===== config.mk =====
export PLATFORM = sky130hd
export DESIGN_NAME = store_fwd_buffer
export DESIGN_NICKNAME = d
export VERILOG_FILES = /design/src/rtl/sb_pkg.sv /design/src/rtl/sb_lanes.sv /design/src/rtl/sb_ring.sv /design/src/rtl/sb_probe.sv /design/src/rtl/store_fwd_buffer.sv
export SDC_FILE = /design/constraint.sdc
export NUM_CORES = 2
export LEC_CHECK = 0
export ABC_AREA = 0
export BUFFER_PORTS_ARGS = -buffer_cell sky130_fd_sc_hd__buf_2
export CAP_MARGIN = 40
export CORE_MARGIN = 2
export CORE_UTILIZATION = 40
export DETAILED_ROUTE_END_ITERATION = 16
export HOLD_SLACK_MARGIN = 0.08
export PLACE_DENSITY = 0.6
export SLEW_MARGIN = 20
export SYNTH_ARGS = -nofsm -noshare
export SYNTH_HDL_FRONTEND = slang
export SYNTH_SLANG_ARGS = --single-unit

===== constraint.sdc =====
create_clock -name clk -period 8.15 [get_ports clk]
set_input_delay 1.2225 -clock clk [delete_from_list [all_inputs] [get_ports clk]]
set_output_delay 1.2225 -clock clk [all_outputs]
set_load 0.03 [all_outputs]

===== src/rtl/sb_pkg.sv =====
`timescale 1ns/1ps
package sb_pkg;
    localparam int SB_DEPTH = 8;
    localparam int SB_AW    = 16;
    localparam int SB_DW    = 32;
endpackage


===== src/rtl/sb_lanes.sv =====
`timescale 1ns/1ps
module sb_lanes #(
    parameter int AW = sb_pkg::SB_AW,
    parameter int DW = sb_pkg::SB_DW
) (
    input  logic [AW-1:0]                 addr,
    input  logic [1:0]                    size,
    output logic [AW-$clog2(DW/8)-1:0]    waddr,
    output logic [DW/8-1:0]               mask
);
    localparam int BYTES = DW / 8;
    localparam int OFFW  = $clog2(BYTES);

    logic [OFFW-1:0] off;
    int              nlog;

    always_comb begin
        off   = addr[OFFW-1:0];
        waddr = addr[AW-1:OFFW];
        nlog  = (int'(size) > OFFW) ? OFFW : int'(size);
        for (int b = 0; b < BYTES; b++) begin
            mask[b] = ((OFFW'(b) >> nlog) == (off >> nlog));
        end
    end
endmodule


===== src/rtl/sb_ring.sv =====
`timescale 1ns/1ps
module sb_ring #(
    parameter int DEPTH = sb_pkg::SB_DEPTH
) (
    input  logic                     clk,
    input  logic                     rst_n,
    input  logic                     push,
    input  logic                     pop,
    output logic [$clog2(DEPTH)-1:0] head,
    output logic [$clog2(DEPTH)-1:0] tail,
    output logic                     full
);
    localparam int PW = $clog2(DEPTH);

    typedef struct packed {
        logic [PW-1:0] head;
        logic [PW-1:0] tail;
        logic [PW:0]   cnt;
    } ring_t;

    ring_t ring_d, ring_q;
    logic  do_push;

    always_comb begin
        ring_d  = ring_q;
        do_push = push && (ring_q.cnt != (PW+1)'(DEPTH));
        if (do_push) ring_d.tail = ring_q.tail + 1'b1;
        if (pop)     ring_d.head = ring_q.head + 1'b1;
        ring_d.cnt = ring_q.cnt + (PW+1)'(do_push) - (PW+1)'(pop);
    end

    always_ff @(posedge clk) begin
        if (!rst_n) ring_q <= '0;
        else        ring_q <= ring_d;
    end

    assign head = ring_q.head;
    assign tail = ring_q.tail;
    assign full = (ring_q.cnt == (PW+1)'(DEPTH));

    // occupancy moves by exactly one on a lone reservation
    a_r2_count_step: assert property (@(posedge clk) disable iff (!rst_n)
        push && !full && !pop |=> ring_q.cnt == $past(ring_q.cnt) + 1'b1);

    // a reservation while full leaves the tail where it was
    a_r2_full_blocks: assert property (@(posedge clk) disable iff (!rst_n)
        full && !pop |=> $stable(ring_q.tail));
endmodule


===== src/rtl/sb_probe.sv =====
`timescale 1ns/1ps
module sb_probe #(
    parameter int DEPTH = sb_pkg::SB_DEPTH,
    parameter int AW    = sb_pkg::SB_AW,
    parameter int DW    = sb_pkg::SB_DW
) (
    input  logic                                  clk,
    input  logic                                  rst_n,
    input  logic [DEPTH-1:0]                      used,
    input  logic [DEPTH-1:0]                      av,
    input  logic [DEPTH-1:0]                      dv,
    input  logic [DEPTH-1:0][AW-$clog2(DW/8)-1:0] waddr,
    input  logic [DEPTH-1:0][DW/8-1:0]            bmask,
    input  logic [DEPTH-1:0][DW-1:0]              data,
    input  logic [$clog2(DEPTH)-1:0]              head,
    input  logic                                  ld_valid,
    input  logic [AW-$clog2(DW/8)-1:0]            ld_waddr,
    input  logic [DW/8-1:0]                       ld_mask,
    output logic                                  fwd,
    output logic                                  stall,
    output logic [DW-1:0]                         fwd_data
);
    localparam int PW    = $clog2(DEPTH);
    localparam int BYTES = DW / 8;

    logic            unknown, found, covers, has_data;
    logic [DW-1:0]   pick;
    logic [PW-1:0]   idx;

    always_comb begin
        unknown  = 1'b0;
        found    = 1'b0;
        covers   = 1'b0;
        has_data = 1'b0;
        pick     = '0;
        idx      = head;
        // walk oldest to youngest so the youngest overlap is kept last
        for (int k = 0; k < DEPTH; k++) begin
            idx = head + PW'(k);
            if (used[idx]) begin
                if (!av[idx]) begin
                    unknown = 1'b1;
                end else if (waddr[idx] == ld_waddr && (bmask[idx] & ld_mask) != '0) begin
                    found    = 1'b1;
                    covers   = ((ld_mask & ~bmask[idx]) == '0);
                    has_data = dv[idx];
                    pick     = data[idx];
                end
            end
        end
        fwd   = ld_valid && !unknown && found && covers && has_data;
        stall = ld_valid && (unknown || (found && !(covers && has_data)));
        fwd_data = '0;
        for (int b = 0; b < BYTES; b++) begin
            if (fwd && ld_mask[b]) fwd_data[8*b +: 8] = pick[8*b +: 8];
        end
    end

    // a probe never both forwards and stalls
    a_r8_fwd_stall_excl: assert property (@(posedge clk) disable iff (!rst_n)
        !(fwd && stall));

    // with no buffered store there is nothing to wait for
    a_r11_empty_no_stall: assert property (@(posedge clk) disable iff (!rst_n)
        (used == '0) |-> !stall);
endmodule


===== src/rtl/store_fwd_buffer.sv =====
`timescale 1ns/1ps
module store_fwd_buffer #(
    parameter int DEPTH = sb_pkg::SB_DEPTH,
    parameter int AW    = sb_pkg::SB_AW,
    parameter int DW    = sb_pkg::SB_DW
) (
    input  logic                     clk,
    input  logic                     rst_n,
    input  logic                     alloc_valid,
    output logic                     alloc_ready,
    output logic [$clog2(DEPTH)-1:0] alloc_tag,
    input  logic                     sta_valid,
    input  logic [$clog2(DEPTH)-1:0] sta_tag,
    input  logic [AW-1:0]            sta_addr,
    input  logic [1:0]               sta_size,
    input  logic                     std_valid,
    input  logic [$clog2(DEPTH)-1:0] std_tag,
    input  logic [DW-1:0]            std_data,
    input  logic                     ld_valid,
    input  logic [AW-1:0]            ld_addr,
    input  logic [1:0]               ld_size,
    output logic                     ld_fwd,
    output logic                     ld_stall,
    output logic [DW-1:0]            ld_data,
    output logic                     cm_valid,
    input  logic                     cm_ready,
    output logic [AW-1:0]            cm_addr,
    output logic [DW/8-1:0]          cm_be,
    output logic [DW-1:0]            cm_data
);
    localparam int PW    = $clog2(DEPTH);
    localparam int BYTES = DW / 8;
    localparam int OFFW  = $clog2(BYTES);
    localparam int WAW   = AW - OFFW;

    typedef struct packed {
        logic [DEPTH-1:0]            used;
        logic [DEPTH-1:0]            av;
        logic [DEPTH-1:0]            dv;
        logic [DEPTH-1:0][WAW-1:0]   waddr;
        logic [DEPTH-1:0][BYTES-1:0] bmask;
        logic [DEPTH-1:0][DW-1:0]    data;
    } ent_t;

    ent_t ent_d, ent_q;

    logic [PW-1:0]    head, tail;
    logic             full, push, pop;
    logic [WAW-1:0]   sta_waddr, ld_waddr;
    logic [BYTES-1:0] sta_mask, ld_mask;

    sb_lanes #(.AW(AW), .DW(DW)) u_sta_lanes (
        .addr(sta_addr), .size(sta_size), .waddr(sta_waddr), .mask(sta_mask));

    sb_lanes #(.AW(AW), .DW(DW)) u_ld_lanes (
        .addr(ld_addr), .size(ld_size), .waddr(ld_waddr), .mask(ld_mask));

    sb_ring #(.DEPTH(DEPTH)) u_ring (
        .clk(clk), .rst_n(rst_n), .push(push), .pop(pop),
        .head(head), .tail(tail), .full(full));

    sb_probe #(.DEPTH(DEPTH), .AW(AW), .DW(DW)) u_probe (
        .clk(clk), .rst_n(rst_n),
        .used(ent_q.used), .av(ent_q.av), .dv(ent_q.dv),
        .waddr(ent_q.waddr), .bmask(ent_q.bmask), .data(ent_q.data),
        .head(head), .ld_valid(ld_valid), .ld_waddr(ld_waddr), .ld_mask(ld_mask),
        .fwd(ld_fwd), .stall(ld_stall), .fwd_data(ld_data));

    assign alloc_ready = !full;
    assign alloc_tag   = tail;
    assign push        = alloc_valid && !full;
    assign cm_valid    = ent_q.used[head] && ent_q.av[head] && ent_q.dv[head];
    assign pop         = cm_valid && cm_ready;
    assign cm_addr     = {ent_q.waddr[head], OFFW'(0)};
    assign cm_be       = ent_q.bmask[head];
    assign cm_data     = ent_q.data[head];

    always_comb begin
        ent_d = ent_q;
        if (pop) begin
            ent_d.used[head] = 1'b0;
            ent_d.av[head]   = 1'b0;
            ent_d.dv[head]   = 1'b0;
        end
        if (push) begin
            ent_d.used[tail] = 1'b1;
            ent_d.av[tail]   = 1'b0;
            ent_d.dv[tail]   = 1'b0;
        end
        // each half is written once, and only into a live entry
        if (sta_valid && ent_d.used[sta_tag] && !ent_d.av[sta_tag]) begin
            ent_d.av[sta_tag]    = 1'b1;
            ent_d.waddr[sta_tag] = sta_waddr;
            ent_d.bmask[sta_tag] = sta_mask;
        end
        if (std_valid && ent_d.used[std_tag] && !ent_d.dv[std_tag]) begin
            ent_d.dv[std_tag]   = 1'b1;
            ent_d.data[std_tag] = std_data;
        end
    end

    always_ff @(posedge clk) begin
        if (!rst_n) ent_q <= '0;
        else        ent_q <= ent_d;
    end

    // a refused commit is offered again unchanged
    a_r5_commit_hold: assert property (@(posedge clk) disable iff (!rst_n)
        cm_valid && !cm_ready |=> cm_valid && $stable(cm_addr) && $stable(cm_be) && $stable(cm_data));

    // the head only moves through an accepted commit
    a_r4_head_moves_on_commit: assert property (@(posedge clk) disable iff (!rst_n)
        !(cm_valid && cm_ready) |=> $stable(head));
endmodule


==> summary.md <==
| Metric | Value |
|---|---|
| Final Hold Vio Count | `0` |
| Worst slack, placed | `~0.97 ns` |
| Crit path time final | `7.98 ns` |
| Post-CTS sizing | `0` |
| Final setup viols | `0` |
| CP cell instances | `inv_1 -> ha_4 -> buf_4 -> mux4_2 -> xor2_1 -> nor3_1 -> o22ai_1 -> or4_1 -> or2_2 -> and2_1 -> a311oi_1 -> a211oi_1 -> buf_2` |
| Layout Area Growth over Synthesis | `9.82%` |
| Min-Delay Path Class | `register to register` |
| Final WL | `134000 um` |
| Relative slew slack | `approximately 29%` |
| DPL Wire Length | `91100 um` |
| Commonest register cell after synthesis | `dfxtp_1` |
| Startpoint Class | `register` |
| Cells after synthesis | `3951` |
| GRT Util Overall | `26.9%` |
| Post-synth EDFFs | `0` |
| GP Congestion | `0.990` |
| Antenna-violating nets left | `0` |
| Initial Util | `40.2%` |
| Vias post-DR | `33500` |
| Synthesized area per cell | `slightly below 10 sq um` |
| Comb pwr share | `under 10%` |
| Vias in the first global route | `31300` |
| Critical path fanouts, max | `36` |
| Worst Setup End Kind | `output pin` |
| Crit Path Class | `register to output pin` |
| Clock sink count | `434` |
| Synth top area cells | `mux4_2 (26%), dfxtp_1 (23%), mux2i_1 (13%), nand2_1 (6.3%), nand3_1 (3.1%)` |
| Clk pwr share | `50.0%` |
| GRT Residual Overflow | `0` |
| Synth top area share | `25.6%` |
| Rows | `roughly 110` |
| Average wire per standard cell | `25.9 um` |
| Worst setup margin | `0.172 ns` |
| Setup TNS | `0 ns` |
| Global route hottest layer | `met2` |
| Sw frac | `26.6%` |
| Worst path top cell family by delay | `simple AND/OR/NAND/NOR gates` |
| GR Layer Usage met1 | `36.4%` |
| Largest net degree at the start of global routing | `210` |
| Core ar. | `0.0946 sq mm` |
| Commonest cells after routing, fill and taps aside | `nand2_1 (637), mux2i_1 (504), mux4_2 (433), dfxtp_1 (431), nand3_1 (234)` |
| Hold buffer count at cts | `0` |
| Async SR Flop Fraction | `0%` |
| Synthesized cell area | `0.0381 sq mm` |
| Reg power frac | `slightly above 40%` |
| Die Wd | `about 310 um` |
| Num CTS Buffers | `55` |
| # Post-CTS Setup Buffers | `0` |
| Root Driver | `clkbuf_16` |
| Worst endpoint required time | `6.93 ns` |
| Yosys top cell by area | `mux4_2` |
| Slowest stage delay, CP | `about 0.89 ns` |
| Setup Skew | `0.0493 ns` |
| Highest Clock Rate | `125 MHz` |
| Layout cells sized above 1 | `23.6%` |
| Ports | `172` |
| DR iter-0 viols | `3675` |
| Layout fillers | `approximately 9000` |
| Sequential-to-total area share from yosys stat | `22.8%` |
| Clock tree buffer depth | `3` |
| Clock latency on the worst-skew pair | `0.69 ns` |
| Commonest non-fill, non-tap cell in the layout | `nand2_1` |
| Outcome | `finished, final reports clean` |
| Switching power | `1.41 mW` |
| PortBufs | `169` |
| Die area | `0.0976 sq mm` |
| Layout net count | `3973` |
| Grt met2 use | `a little over two fifths` |
| Static Leak | `~14 nW` |
| Slew @ Worst Pin | `1.06 ns` |
| Initial antenna violation count | `15` |
| RSZ-0062 raised after global routing | `no` |
| Bufs and invs on worst path | `3` |
| Met3 Use GR | `5.96%` |
| CP arrival | `roughly 6.8 ns` |
| YS warnings | `0` |
| Max Cap Viol | `0` |
| Netlist cell types | `88` |
| DR pass1 iterations | `12` |
| Synthesized flop and latch total | `434` |
| Worst vdd ir | `~0.15 mV` |
| Slew Limit Fails | `0` |
| DRC violation count after routing | `0` |
| Die Ht | `312 um` |
| First-pass GRT wire length | `203000 um` |
| H-tree depth | `2` |
| CTS tree | `built` |
| Worst path slowest cell | `a311oi_1` |
| P_int | `about 3.9 mW` |
| Vias per std cell | `~6.5` |
| Clock transition at path regs | `around 0.06 ns` |
| Final period util | `97.9%` |
| PD cells | `127 mW/mm^2` |
-- path summary, 6_finish.rpt --
path,start,endpoint,slack [ns],cells past startpoint
setup / recovery,u_ring.head[1],ld_data[8],0.17,13
hold reg to reg,ent_q[240],ent_q[240],0.50,2
hold / removal,ent_q[240],ent_q[240],0.50,2
setup reg to reg,u_ring.head[1],ent_q[114],3.01,11
-- per-layer routing --
| metal | share of wire [%] | vias up |
|---|---|---|
| li1 | - | 14800 |
| met1 | 41 | 16700 |
| met2 | 45 | 1666 |
| met3 | 9.4 | 335 |
| met4 | 4.2 | 16 |
| met5 | 0.074 | - |
-- metrics by stage --
step           std cells  total power, mW  util, %  hold WS (ns)  area (sq um)
2_1_floorplan       3952             2.52        -         0.461         38100
3_3_place_gp        5063             2.68     41.6         0.476         39300
3_5_place_dp        5082             2.69     42.0         0.489         39700
4_1_cts             5183             5.33     44.0         0.498         41700
5_1_grt             5191             5.47     44.2         0.513         41800
6_report            5193             5.30     44.2         0.499         41800
-- power groups by stage --
stage / Sequential [mW] / Clock [mW] / Combinational [mW]
floorplan: 2.22 / 0 / 0.299
global placement: 2.23 / 0 / 0.441
detailed placement: 2.24 / 0 / 0.450
CTS: 2.19 / 2.69 / 0.452
global route: 2.20 / 2.78 / 0.493
finish: 2.19 / 2.65 / 0.460
-- kinds of logic after synthesis --
family | Yosys count | synth area share (%)
and+or+nand+nor | 1311 | 16.2
muxes | 993 | 40.7
AOI/OAI and AO/OA | 619 | 11.2
buffers and inverters | 468 | 6.02
DFF | 434 | 22.8
xor gates and xnor gates | 112 | 2.60
adders and majority gates | 13 | 0.447
other | 1 | 0.00985
-- worst reg2reg max path: stages (launching register included) --
cell and delay (ns):
dfxtp_4 0.36, buf_12 0.76, mux4_2 0.48, mux2i_1 0.54, a2111oi_2 0.19, a21boi_0 0.44, a2111oi_0 0.17, and4b_1 0.41
and3_1 0.27, and4b_4 0.68, buf_4 0.54, mux2i_1 0.25
-- synth_stat cells, drive strengths merged, types with 6 or more instances --
cell / instances
inv: 58
a211oi: 32
o221ai: 12
o21ai: 189
a22o: 13
o211ai: 22
ha: 12
a31o: 6
a221oi: 30
a2111oi: 42
nor3: 46
a221o: 12
mux2: 53
a311oi: 10
nand2: 639
and2: 42
nor2b: 167
a21oi: 94
buf: 212
a21boi: 19
a211o: 16
clkbuf: 194
mux2i: 504
o21a: 6
nor4: 17
xnor2: 90
nor2: 74
o22ai: 26
xor2: 22
mux4: 436
nand4: 14
o311ai: 33
or3: 8
dfxtp: 434
nand3: 237
a22oi: 19
and3: 23
nand3b: 14
a21o: 8
or4: 7
-- registers in the layout, indices dropped and copies added, names as in the netlist --
register       count
ent_q            424
u_ring.head        3
u_ring.ring_q      4
u_ring.tail        3
-- area by class of cell --
cell class	count	area, sq um	share of cell area, %
sequential	434	8700	20.8
clock buffer	72	1560	3.73
inverter	62	234	0.560
clock inverter	29	405	0.970
multi-input combinational	3050	27300	65.2
timing repair buffer	276	2050	4.90
antenna	5	12.5	0.0299
tap	1265	1580	3.79
No activity file was read; power rests on OpenSTA's default activity.
